[src/rtl/pio_pkg.sv]
package pio_pkg;
   localparam int unsigned ADDR_W = 2;

   localparam logic [ADDR_W-1:0] ADR_RXB  = 2'd0;
   localparam logic [ADDR_W-1:0] ADR_TXB  = 2'd1;
   localparam logic [ADDR_W-1:0] ADR_STAT = 2'd2;
   localparam logic [ADDR_W-1:0] ADR_CTRL = 2'd3;

   localparam int unsigned CTL_CMD = 0;
   localparam int unsigned CTL_WR  = 1;
   localparam int unsigned CTL_RD  = 2;

   localparam int unsigned STS_BUSY  = 0;
   localparam int unsigned STS_AVAIL = 1;
   localparam int unsigned STS_ERR   = 2;

   typedef enum logic [2:0] {
      PH_IDLE,
      PH_DECODE,
      PH_SEND,
      PH_RECV,
      PH_DONE
   } phase_e;
endpackage

[src/rtl/pio_seq.sv]
module pio_seq
   import pio_pkg::*;
(
   input  logic clk,
   input  logic rst,
   input  logic cmd_go,
   input  logic cmd_wr,
   input  logic cmd_rd,
   input  logic tx_ready,
   input  logic rx_valid,
   input  logic tmo_hit,
   output logic busy,
   output logic tx_act,
   output logic rx_act,
   output logic fin_ok,
   output logic fin_err,
   output logic rx_load
);
   phase_e ph_q, ph_d;

   always_ff @(posedge clk) begin
      if (rst) ph_q <= PH_IDLE;
      else     ph_q <= ph_d;
   end

   always_comb begin
      ph_d    = ph_q;
      fin_ok  = 1'b0;
      fin_err = 1'b0;
      rx_load = 1'b0;
      case (ph_q)
         PH_IDLE: begin
            if (cmd_go) ph_d = PH_DECODE;
         end
         PH_DECODE: begin
            if (cmd_wr)      ph_d = PH_SEND;
            else if (cmd_rd) ph_d = PH_RECV;
            else begin
               ph_d   = PH_DONE;
               fin_ok = 1'b1;
            end
         end
         PH_SEND: begin
            if (tx_ready) begin
               ph_d   = PH_DONE;
               fin_ok = 1'b1;
            end else if (tmo_hit) begin
               ph_d    = PH_DONE;
               fin_err = 1'b1;
            end
         end
         PH_RECV: begin
            if (rx_valid) begin
               ph_d    = PH_DONE;
               fin_ok  = 1'b1;
               rx_load = 1'b1;
            end
         end
         PH_DONE:  ph_d = PH_IDLE;
         default:  ph_d = PH_IDLE;
      endcase
   end

   assign busy   = (ph_q != PH_IDLE);
   assign tx_act = (ph_q == PH_SEND);
   assign rx_act = (ph_q == PH_RECV);
endmodule

[src/rtl/pio_tmo.sv]
module pio_tmo #(
   parameter int unsigned TMO = 16
) (
   input  logic clk,
   input  logic rst,
   input  logic act,
   input  logic ready,
   output logic hit
);
   generate
      if (TMO == 0) begin : g_off
         assign hit = 1'b0;
      end else begin : g_on
         localparam int unsigned CW = $clog2(TMO + 1);
         localparam logic [CW-1:0] LAST = CW'(TMO - 1);
         logic [CW-1:0] cnt_q;

         always_ff @(posedge clk) begin
            if (rst || !act || ready) cnt_q <= '0;
            else if (cnt_q != LAST)   cnt_q <= cnt_q + 1'b1;
         end

         assign hit = act && !ready && (cnt_q == LAST);
      end
   endgenerate
endmodule

[src/rtl/pio_regs.sv]
module pio_regs
   import pio_pkg::*;
#(
   parameter int unsigned DW = 8
) (
   input  logic              clk,
   input  logic              rst,
   input  logic              sel,
   input  logic              wr,
   input  logic [ADDR_W-1:0] addr,
   input  logic [DW-1:0]     wdata,
   output logic [DW-1:0]     rdata,
   input  logic              busy,
   input  logic              fin_ok,
   input  logic              fin_err,
   input  logic              rx_load,
   input  logic [DW-1:0]     rx_byte,
   output logic [DW-1:0]     txb_q,
   output logic [DW-1:0]     ctrl_q,
   output logic              avail_q,
   output logic              err_q
);
   logic [DW-1:0] rxb_q;
   logic [DW-1:0] stat_w;
   logic          host_wr, host_rd_rx;

   assign host_wr    = sel && wr && !busy;
   assign host_rd_rx = sel && !wr && (addr == ADR_RXB);

   always_ff @(posedge clk) begin
      if (rst) txb_q <= '0;
      else if (host_wr && addr == ADR_TXB) txb_q <= wdata;
   end

   always_ff @(posedge clk) begin
      if (rst) ctrl_q <= '0;
      else if (fin_ok || fin_err) ctrl_q[CTL_CMD] <= 1'b0;
      else if (host_wr && addr == ADR_CTRL) ctrl_q <= wdata;
   end

   always_ff @(posedge clk) begin
      if (rst) rxb_q <= '0;
      else if (rx_load) rxb_q <= rx_byte;
   end

   always_ff @(posedge clk) begin
      if (rst)             avail_q <= 1'b0;
      else if (rx_load)    avail_q <= 1'b1;
      else if (host_rd_rx) avail_q <= 1'b0;
   end

   always_ff @(posedge clk) begin
      if (rst)          err_q <= 1'b0;
      else if (fin_err) err_q <= 1'b1;
      else if (fin_ok)  err_q <= 1'b0;
   end

   generate
      if (DW == 3) begin : g_stat_tight
         assign stat_w = {err_q, avail_q, busy};
      end else begin : g_stat_pad
         assign stat_w = {{(DW-3){1'b0}}, err_q, avail_q, busy};
      end
   endgenerate

   always_comb begin
      rdata = '0;
      if (sel) begin
         case (addr)
            ADR_RXB:  rdata = rxb_q;
            ADR_TXB:  rdata = txb_q;
            ADR_STAT: rdata = stat_w;
            ADR_CTRL: rdata = ctrl_q;
            default:  rdata = '0;
         endcase
      end
   end
endmodule

[src/rtl/pio_port_ctrl.sv]
module pio_port_ctrl
   import pio_pkg::*;
#(
   parameter int unsigned DW         = 8,
   parameter int unsigned TMO_CYCLES = 16
) (
   input  logic              clk,
   input  logic              rst,
   input  logic              reg_sel,
   input  logic              reg_wr,
   input  logic [ADDR_W-1:0] reg_addr,
   input  logic [DW-1:0]     reg_wdata,
   output logic [DW-1:0]     reg_rdata,
   output logic              dev_tx_valid,
   input  logic              dev_tx_ready,
   output logic [DW-1:0]     dev_tx_data,
   input  logic              dev_rx_valid,
   input  logic [DW-1:0]     dev_rx_data
);
   generate
      if (DW < 3) begin : g_bad_dw
         $error("pio_port_ctrl: DW must be at least 3 to hold the flag bits");
      end
      if (TMO_CYCLES > 65535) begin : g_bad_tmo
         $error("pio_port_ctrl: TMO_CYCLES out of range");
      end
   endgenerate

   logic          busy, tx_act, rx_act;
   logic          fin_ok, fin_err, rx_load, tmo_hit;
   logic [DW-1:0] txb_q, ctrl_q;
   logic          avail_q, err_q, cmd_rdy;

   assign cmd_rdy = ctrl_q[CTL_CMD];

   pio_regs #(.DW(DW)) u_regs (
      .clk(clk), .rst(rst),
      .sel(reg_sel), .wr(reg_wr), .addr(reg_addr),
      .wdata(reg_wdata), .rdata(reg_rdata),
      .busy(busy), .fin_ok(fin_ok), .fin_err(fin_err),
      .rx_load(rx_load), .rx_byte(dev_rx_data),
      .txb_q(txb_q), .ctrl_q(ctrl_q),
      .avail_q(avail_q), .err_q(err_q)
   );

   pio_seq u_seq (
      .clk(clk), .rst(rst),
      .cmd_go(cmd_rdy), .cmd_wr(ctrl_q[CTL_WR]), .cmd_rd(ctrl_q[CTL_RD]),
      .tx_ready(dev_tx_ready), .rx_valid(dev_rx_valid), .tmo_hit(tmo_hit),
      .busy(busy), .tx_act(tx_act), .rx_act(rx_act),
      .fin_ok(fin_ok), .fin_err(fin_err), .rx_load(rx_load)
   );

   pio_tmo #(.TMO(TMO_CYCLES)) u_tmo (
      .clk(clk), .rst(rst),
      .act(tx_act), .ready(dev_tx_ready), .hit(tmo_hit)
   );

   assign dev_tx_valid = tx_act;
   assign dev_tx_data  = txb_q;
endmodule

[config.mk]
export PLATFORM = sky130hd
export DESIGN_NAME = pio_port_ctrl
export DESIGN_NICKNAME = d
export VERILOG_FILES = /design/src/rtl/pio_pkg.sv /design/src/rtl/pio_seq.sv /design/src/rtl/pio_tmo.sv /design/src/rtl/pio_regs.sv /design/src/rtl/pio_port_ctrl.sv
export SDC_FILE = /design/constraint.sdc
export NUM_CORES = 1
export LEC_CHECK = 0
export BUFFER_PORTS_ARGS = -buffer_cell sky130_fd_sc_hd__buf_2
export CAP_MARGIN = 20
export CORE_MARGIN = 2
export CORE_UTILIZATION = 25
export DETAILED_ROUTE_END_ITERATION = 6
export PLACE_DENSITY = 0.44
export SYNTH_ARGS = -nofsm -noshare
export SYNTH_HDL_FRONTEND = slang
export SYNTH_SLANG_ARGS = --single-unit
[constraint.sdc]
create_clock -name clk -period 2.2 [get_ports clk]
set_clock_uncertainty 0.1 [all_clocks]
set_input_delay 0.44 -clock clk [delete_from_list [all_inputs] [get_ports clk]]
set_output_delay 0.44 -clock clk [all_outputs]
set_load 0.01 [all_outputs]
==> results.py, run 1 <==
metrics = {
    "power": {
        "total_power_w": 0.00123,
        "power.leakage_nw": 0.815,
        "powerDensity_nw_per_um2": 594,
        "ir_worst_vdd_mv": 0.186,
    },
    "die": {
        "io-pin-count": 41,
        "initial_core_util_pct": 25.6,
        "die_h_um": 87.1,
        "rows": 30,
        "core-area_sq_um": 6760,
        "die-area_sq_um": 7590,
        "die_w_um": 87.1,
    },
    "timing": {
        "finalHoldViolations": 0,
        "slew_viol_final": 0,
        "worst_pin_slew_ns": 0.478,
        "hold_slack_ns": 0.279,
        "rsz0062_at_grt": "true",
        "min_period_ns": 2.22,
        "min_period_over_period_pct": 101,
        "layout_setup_ws_ns": -0.0158,
        "finalSetupViolCount": 1,
        "max_slew_margin_pct": 68.0,
        "fmax_mhz": 451,
    },
    "grt": {
        "grt_use_total_pct": 13.3,
        "grt_pass1_wl_um": 7780,
        "antenna_found_initial": 0,
        "grt_max_degree": 19,
        "grt_overflow": 0,
        "grt_pass1_vias": 1526,
    },
    "layout": {
        "nets": 265,
        "insertedDiodeCount": 0,
        "drive_gt1_share_pct": 26.3,
        "postLayoutCoreUtil_pct": 30.5,
        "final_area_sq_um": 2060,
        "area_growth_pct": 19.3,
        "fillers": 736,
        "finalNonFillerCells": 320,
    },
    "worst_setup_path": {
        "cp_max_fo": 2,
        "end_kind": "output port",
        "worstSetupPathType": "register to output port",
        "reg2reg_slack_ns": 0.37,
        "arrival_ns": 1.68,
        "cp-start-kind": "register",
        "crit_required_ns": 1.66,
    },
    "detailed_routing": {
        "vias": 1574,
        "vias_per_cell": 4.92,
        "drc": 0,
        "highest_layer": "met4",
        "dr_wl_met2_um": 2040,
        "drtIter0Drc": 113,
        "postRouteAntennaNets": 0,
        "wire_per_inst_um": 14.8,
        "drt-total-wl_um": 4730,
        "first_pass_iters": 4,
        "wl_met1_um": 2370,
        "met3_length_um": 237,
    },
    "synth": {
        "post-synth-top-area-cell": "dfxtp_1",
        "syn_avg_cell_area_sq_um": 8.47,
        "synth_common_cells": "34 x dfxtp_1, 28 x a21oi_1, 23 x nand3_1",
        "yosys-top-cells-area": "dfxtp_1 39%, a21oi_1 8.1%, nand3_1 6.7%",
        "ys.flop_type": "dfxtp_1",
        "yosysSeqAreaShare_pct": 39.4,
        "synthDistinctLibCells": 41,
        "postSynthCellCount": 204,
        "ys_async_sr_fraction_pct": 0,
        "synth-edff-count": 0,
        "synth_fp_nets": 230,
        "synth_warnings": 0,
        "ys_ff_latch": 34,
        "syn_area_sq_um": 1730,
        "yosysMostFrequentCell": "dfxtp_1",
        "synth_top_area_share_pct": 39.4,
    },
    "placement": {
        "place_congestion": 0.733,
        "hpwlAfterDp_um": 3390,
        "portBuffers": 40,
        "postPlaceCellArea_sq_um": 1970,
        "dp.cells": 312,
    },
    "clocking": {
        "cts_sinks": 34,
        "root_buffer": "clkbuf_8",
        "clk_pin_slew_ns": 0.07,
        "clk_latency_ns": 0.29,
        "numCtsBuffers": 5,
        "cts_setup_buffers": 0,
        "cts_buffer_depth": 2,
        "htree_levels": 2,
        "cts_tree": "done",
    },
    "job": {
        "cap_violations": 0,
    },
    "outcome": {
        "status": "finished with violations",
        "violations": "setup timing",
    },
    "worst_hold_path": {
        "hold_class": "primary input to register",
    },
}
flip-flops by register name (all words and copies together), names as in the netlist:
name,cells
u_regs.txb_q,8
u_seq.ph_q,3
u_regs.err_q,1
u_regs.avail_q,1
u_tmo.g_on.cnt_q,5
u_regs.ctrl_q,8
u_regs.rxb_q,8
where the power goes:
part	internal, W	switching, W	leakage [nW]
clock network	0.000251	0.000234	0.0472
logic	0.0000443	0.0000675	0.493
registers	0.000622	0.00000582	0.275
total	0.000918	0.000308	0.815
path summary, 6_finish.rpt:
| path | start | cells after the start | end |
|---|---|---|---|
| setup / recovery | u_seq.ph_q[1]$_SDFFE_PP0P_ | 4 | reg_rdata[0] |
| hold / removal | dev_rx_data[5] | 3 | u_regs.rxb_q[5]$_SDFFE_PP0P_ |
| setup reg to reg | u_tmo.g_on.cnt_q[0]$_SDFFE_PP0P_ | 6 | u_seq.ph_q[0]$_SDFFE_PP0P_ |
| hold reg to reg | u_regs.rxb_q[3]$_SDFFE_PP0P_ | 2 | u_regs.rxb_q[3]$_SDFFE_PP0P_ |
worst max-delay path, cell delays in order, from the launching register on:
cell	delay (ns)
dfxtp_2	0.32
or3_1	0.36
mux4_2	0.44
and2_1	0.14
buf_2	0.13
placed cells by master (no fill, tap or decap), types with 2 or more instances in the layout:
master / netlist / final
a21oi_1: 28 / 28
and2_1: 8 / 8
and3_1: 2 / 2
buf_2: 5 / 40
buf_4: 2 / 6
clkbuf_8: 0 / 6
dfxtp_1: 34 / 33
ha_1: 2 / 2
inv_1: 5 / 5
mux2i_1: 6 / 6
mux4_2: 3 / 3
nand2_1: 17 / 17
nand3_1: 23 / 23
nand3b_1: 2 / 2
nand4b_1: 2 / 2
nor2_1: 9 / 9
nor2b_1: 2 / 2
nor3b_1: 2 / 2
o21a_1: 2 / 2
o21ai_0: 11 / 11
o21ai_1: 9 / 9
xor2_1: 2 / 2
routing by layer:
layer,GRT usage [%],vias up
li1,-,796
met1,19.0,737
met2,19.2,35
met3,3.41,6
met4,5.03,0
met5,0,-
layout make-up:
class,instances,area [sq um],share of cell area [%]
clock inverter,2,12.5,0.607
inverter,5,18.8,0.910
multi-input combinational,147,921,44.7
sequential,34,682,33.1
timing repair buffer,46,245,11.9
clock buffer,6,82.6,4.00
tap,80,100,4.85
through the flow:
stage          setup slack, ns  TNS (ns)
2_1_floorplan            0.339         0
4_1_cts               -0.00908  -0.00908
3_5_place_dp             0.240         0
6_report               -0.0158   -0.0158
3_3_place_gp             0.253         0
5_1_grt                -0.0567   -0.0567
cells by family after synthesis:
family | count (synthesis) | synth area share, %
and+or+nand+nor | 76 | 24.6
AOI/OAI and AO/OA | 57 | 18.3
DFF | 34 | 39.4
buffers and inverters | 23 | 7.31
muxes | 9 | 7.39
xor gates and xnor gates | 3 | 1.52
adders and majority gates | 2 | 1.45
repair_timing:
action	in CTS	in global routing
gates cloned	0	0
gates resized for setup	1	0
hold buffers	0	0
endpoints found under the hold margin	0	0
pin swaps	2	1
setup endpoints to repair	1	1
(Power assumes the default switching activity.)
==> inputs of run 2 (changes only) <==
--- a/config.mk
+++ b/config.mk
@@ -7,7 +7,6 @@
 export LEC_CHECK = 0
 export BUFFER_PORTS_ARGS = -buffer_cell sky130_fd_sc_hd__buf_2
 export CAP_MARGIN = 20
-export CORE_MARGIN = 2
 export CORE_UTILIZATION = 25
 export DETAILED_ROUTE_END_ITERATION = 6
 export PLACE_DENSITY = 0.44
==> constraint.sdc (replaced) <==
create_clock -name clk -period 2.1 [get_ports clk]
set_clock_uncertainty 0.1 [all_clocks]
set_input_delay 0.42 -clock clk [delete_from_list [all_inputs] [get_ports clk]]
set_output_delay 0.42 -clock clk [all_outputs]
set_load 0.01 [all_outputs]
==> run 2 against run 1 <==
Compared with the run above:
- the flow still finishes with violations (setup timing)
- hold slack worse by 0.017 ns
- wire length is 1.8% lower
- clock power increased by 5.6%
- largest cell class unchanged
==> results.py, run 2 (synthesis gave the netlist of run 1 again) <==
metrics = {
    "worst_setup_path": {
        "crit_family": "simple AND/OR/NAND/NOR gates",
        "critPathLaunch": "u_seq.ph_q[1]$_SDFFE_PP0P_",
        "crit_path_max_incr_delay_ns": 0.44,
        "crit_required_ns": 1.58,
        "cp-start-kind": "register",
        "r2r_start": "u_tmo.g_on.cnt_q[0]$_SDFFE_PP0P_",
        "worstSetupPathType": "register to output port",
        "critical_path.cell_chain": "or3_1 > mux4_2 > and2_1 > buf_2",
        "cp_slowest_cell": "mux4_2",
        "arrival_ns": 1.67,
        "cp_max_fo": 2,
        "cp_num_buf_inv": 1,
        "end_kind": "output port",
    },
    "timing": {
        "min_period_over_period_pct": 104,
        "min_period_ns": 2.19,
        "max_slew_margin_pct": 69.1,
        "worst_pin_slew_ns": 0.461,
        "layout_setup_ws_ns": -0.0884,
        "slew_viol_final": 0,
        "rsz0062_at_grt": "true",
        "finalHoldViolations": 0,
        "finalSetupViolCount": 1,
        "fmax_mhz": 457,
    },
    "clocking": {
        "numCtsBuffers": 5,
        "cts_sinks": 34,
        "cts_hold_buf": 0,
        "root_buffer": "clkbuf_8",
        "cts_tree": "done",
        "clk_pin_slew_ns": 0.07,
        "htree_levels": 2,
        "clk_latency_ns": 0.29,
        "cts_buffer_depth": 2,
        "cts_setup_buffers": 0,
    },
    "detailed_routing": {
        "wire_per_inst_um": 14.6,
        "drc": 0,
        "drtIter0Drc": 98,
        "vias_per_cell": 4.94,
        "drt-total-wl_um": 4650,
        "postRouteAntennaNets": 0,
        "vias": 1572,
        "first_pass_iters": 4,
    },
    "outcome": {
        "violations": "setup timing",
        "status": "finished with violations",
    },
    "layout": {
        "layout_commonest_cell": "buf_2",
        "insertedDiodeCount": 0,
        "layout_common_cells": "40 x buf_2, 32 x dfxtp_1, 28 x a21oi_1, 23 x nand3_1, 17 x nand2_1",
        "drive_gt1_share_pct": 27.0,
        "area_growth_pct": 19.6,
        "postLayoutCoreUtil_pct": 31.8,
        "biggestRegsByFlops": "u_regs.ctrl_q x8, u_regs.rxb_q x8, u_regs.txb_q x8",
        "nets": 266,
    },
    "die": {
        "core-area_sq_um": 6490,
        "rows": 29,
        "die_w_um": 85.1,
        "io-pin-count": 41,
        "die-area_sq_um": 7250,
        "die_h_um": 85.1,
        "initial_core_util_pct": 26.6,
    },
    "worst_hold_path": {
        "hold_class": "primary input to register",
        "hold_start": "dev_rx_data[3]",
    },
    "power": {
        "total_power_w": 0.00129,
        "ir_worst_vdd_mv": 0.196,
        "power.leakage_nw": 0.821,
        "powerDensity_nw_per_um2": 623,
    },
    "grt": {
        "grt_pass1_wl_um": 7670,
        "antenna_found_initial": 0,
        "grt_pass1_vias": 1500,
        "grt_max_degree": 23,
        "grt_overflow": 0,
        "grt_use_total_pct": 13.8,
    },
    "placement": {
        "place_congestion": 0.693,
        "dp_slack_ns": 0.181,
        "hpwlAfterDp_um": 3390,
        "portBuffers": 40,
    },
    "job": {
        "cap_violations": 0,
    },
}
## run 2: area by class of cell
type                            count  area (sq um)
Fill cell                         707          4430
Multi-Input combinational cell    147           921
Sequential cell                    34           683
Timing Repair Buffer               47           253
Tap cell                           77          96.3
Clock buffer                        6          82.6
Inverter                            5          18.8
Clock inverter                      2          12.5
## run 2: per-stage QoR
step	TNS, ns	instance area [sq um]	std cells	hold WS, ns
after global routing	-0.140	2070	318	0.273
after detailed placement	0	1970	310	0.351
after CTS	-0.104	2070	318	0.261
after global placement	0	1970	310	0.351
after floorplan	0	1730	204	0.333
final	-0.0884	2070	318	0.262
## run 2: final timing paths
check / endpoint / slack, ns / cells after the start
worst max-delay path: reg_rdata[0] / -0.09 / 4
worst min-delay path: u_regs.rxb_q[3]$_SDFFE_PP0P_ / 0.26 / 3
worst max register to register: u_seq.ph_q[0]$_SDFFE_PP0P_ / 0.30 / 6
worst min register to register: u_regs.rxb_q[7]$_SDFFE_PP0P_ / 0.36 / 2
## run 2: worst reg2reg max path: cells and delay by family, from the launching register on
kind,cells,cell delay (ns)
and+or+nand+nor,2,0.26
DFF,1,0.37
adders and majority gates,2,0.51
AOI/OAI and AO/OA,2,0.45
## run 2: where the power goes
part	switching, W	internal [W]	leakage, nW	total, W
sequential	0.00000638	0.000652	0.275	0.000658
clock	0.000250	0.000264	0.0472	0.000513
combinational	0.0000698	0.0000465	0.499	0.000116
total	0.000326	0.000962	0.821	0.00129
## run 2: timing repair
action,CTS,global route
resized for setup,1,1
pin swaps,2,1
setup endpoints to repair,1,1
## run 2: metal layers
layer / share of wire (%) / track usage, % / vias up
met5: 0 / 0 / -
met4: 1.7 / 6.47 / 0
met3: 5.2 / 3.50 / 5
met2: 43 / 19.1 / 28
met1: 50 / 19.9 / 745
li1: - / - / 794
==> inputs of run 3 (changes only) <==
--- a/config.mk
+++ b/config.mk
@@ -7,9 +7,11 @@
 export LEC_CHECK = 0
 export BUFFER_PORTS_ARGS = -buffer_cell sky130_fd_sc_hd__buf_2
 export CAP_MARGIN = 20
+export CORE_MARGIN = 2
 export CORE_UTILIZATION = 25
 export DETAILED_ROUTE_END_ITERATION = 6
 export PLACE_DENSITY = 0.44
+export RECOVER_POWER = 25
 export SYNTH_ARGS = -nofsm -noshare
 export SYNTH_HDL_FRONTEND = slang
 export SYNTH_SLANG_ARGS = --single-unit
==> run 3 against run 2 <==
Compared with the run above:
- the flow still finishes with violations (setup timing)
- first-iteration DRC count up 5.1%
- utilization down 0.95 points
- wire length up 1.4%
- non-clock buffer count unchanged
- sequential share of layout area down 0.36 points
==> results.py, run 3 (synthesis gave the netlist of run 1 again) <==
metrics = {
    "power": {
        "power.leakage_nw": 0.798,
        "pwr-share-comb_pct": 8.4,
        "switching_share_pct": 22.9,
        "powerDensity_nw_per_um2": 670,
        "power_switching_w": 0.000319,
        "power_frac_seq_pct": 47.1,
        "intPower_w": 0.00108,
        "ir_worst_vdd_mv": 0.253,
        "clkPwrFrac_pct": 44.5,
    },
    "worst_setup_path": {
        "cp_slowest_cell": "mux4_2",
        "worstSetupPathType": "register to output port",
        "arrival_ns": 1.67,
        "crit_required_ns": 1.58,
        "cp-start-kind": "register",
        "end_kind": "output port",
        "crit_family": "simple AND/OR/NAND/NOR gates",
        "critical_path.cell_chain": "or3_1 > mux4_2 > and2_4 > buf_6",
        "crit_path_max_incr_delay_ns": 0.45,
        "cp_num_buf_inv": 1,
        "cp_max_fo": 2,
    },
    "clocking": {
        "cts_hold_buf": 0,
        "clk_pin_slew_ns": 0.08,
        "cts_buffer_depth": 2,
        "clk_latency_ns": 0.28,
        "cts_tree": "done",
        "htree_levels": 2,
        "cts_setup_buffers": 0,
        "root_buffer": "clkbuf_8",
        "cts_sinks": 34,
        "numCtsBuffers": 5,
    },
    "layout": {
        "biggestRegsByFlops": "u_regs.ctrl_q x8, u_regs.rxb_q x8, u_regs.txb_q x8",
        "fillers": 748,
        "layout_common_cells": "33 x dfxtp_1, 31 x buf_2, 28 x a21oi_1, 23 x nand3_1, 17 x nand2_1",
        "area_growth_pct": 20.7,
        "finalNonFillerCells": 320,
        "drive_gt1_share_pct": 23.3,
        "final_area_sq_um": 2090,
        "insertedDiodeCount": 0,
        "postLayoutCoreUtil_pct": 30.9,
        "nets": 266,
        "layout_commonest_cell": "dfxtp_1",
    },
    "die": {
        "initial_core_util_pct": 25.6,
        "die_h_um": 87.1,
        "die-area_sq_um": 7590,
        "die_w_um": 87.1,
        "rows": 30,
        "io-pin-count": 41,
        "core-area_sq_um": 6760,
    },
    "placement": {
        "hpwlAfterDp_um": 3410,
        "postPlaceCellArea_sq_um": 1970,
        "place_congestion": 0.745,
        "dp_slack_ns": 0.173,
        "dp.cells": 313,
        "portBuffers": 40,
    },
    "timing": {
        "finalHoldViolations": 0,
        "setup-tns-final_ns": -0.0853,
        "slew_viol_final": 0,
        "worst_pin_slew_ns": 0.447,
        "max_slew_margin_pct": 70.1,
        "layout_setup_ws_ns": -0.0853,
        "fmax_mhz": 458,
        "finalSetupViolCount": 1,
        "min_period_over_period_pct": 104,
        "rsz0062_at_grt": "true",
        "min_period_ns": 2.19,
    },
    "detailed_routing": {
        "postRouteAntennaNets": 0,
        "vias": 1557,
        "drtIter0Drc": 103,
        "vias_per_cell": 4.87,
        "drt-total-wl_um": 4710,
        "wire_per_inst_um": 14.7,
        "first_pass_iters": 4,
        "drc": 0,
    },
    "grt": {
        "antenna_found_initial": 0,
        "grt_max_degree": 19,
        "grt_use_total_pct": 13.1,
        "grt_pass1_vias": 1512,
        "grt_pass1_wl_um": 7630,
        "grt_overflow": 0,
    },
    "job": {
        "cap_violations": 0,
    },
    "outcome": {
        "violations": "setup timing",
        "status": "finished with violations",
    },
    "worst_hold_path": {
        "hold_class": "primary input to register",
    },
}
## run 3: cell count changes in the layout (fill, tap and decap cells not counted)
cell / before / now
and2_4: 0 / 1
clkinvlp_4: 1 / 0
buf_6: 0 / 1
buf_2: 40 / 31
clkbuf_1: 0 / 8
bufinv_16: 0 / 1
clkinv_2: 1 / 0
dfxtp_2: 2 / 1
dfxtp_1: 32 / 33
and2_1: 8 / 7
## run 3: power groups by stage
stage          clock, W  sequential [W]  combinational, W
2_1_floorplan         0        0.000672         0.0000756
3_3_place_gp          0        0.000673          0.000118
3_5_place_dp          0        0.000673          0.000117
4_1_cts        0.000649        0.000658          0.000118
5_1_grt        0.000672        0.000659          0.000129
6_report       0.000622        0.000658          0.000117
## run 3: tightest hold or removal path, stage by stage
cell and delay [ns]:
buf_2 0.09, nand2_1 0.04, a21oi_1 0.05
## run 3: worst paths after layout
path                                          from                            to  slack, ns  depth (start not counted)
setup / recovery        u_seq.ph_q[2]$_SDFFE_PP0P_                  reg_rdata[0]      -0.09                          4
hold / removal                      dev_rx_data[1]  u_regs.rxb_q[1]$_SDFFE_PP0P_       0.26                          3
setup reg to reg  u_tmo.g_on.cnt_q[0]$_SDFFE_PP0P_    u_seq.ph_q[0]$_SDFFE_PP0P_       0.30                          6
hold reg to reg       u_regs.rxb_q[2]$_SDFFE_PP0P_  u_regs.rxb_q[2]$_SDFFE_PP0P_       0.36                          2
## run 3: layout make-up
class	count	area [sq um]	share of cell area, %
Multi-Input combinational cell	147	923	44.3
Timing Repair Buffer	47	249	11.9
Sequential cell	34	682	32.7
Tap cell	80	100	4.80
Clock inverter	1	30.0	1.44
Inverter	5	18.8	0.900
Clock buffer	6	82.6	3.96
## run 3: through the flow
step	power, W	hold slack (ns)
3_3_place_gp	0.000791	0.346
2_1_floorplan	0.000748	0.333
6_report	0.00140	0.261
5_1_grt	0.00146	0.260
3_5_place_dp	0.000790	0.350
4_1_cts	0.00142	0.251
## run 3: metal layers
layer  vias up  part of all wire [%]  track usage, %
li1        801                     -               -
met1       724                    52            19.1
met2        28                    42            18.8
met3         4                   4.0            3.51
met4         0                   1.2            4.20
met5         -                     0               0
## run 3: timing repair
action	CTS	global route
pin swaps	1	1
endpoints found under the setup margin	1	1
resized for setup	0	3
gates cloned	0	0
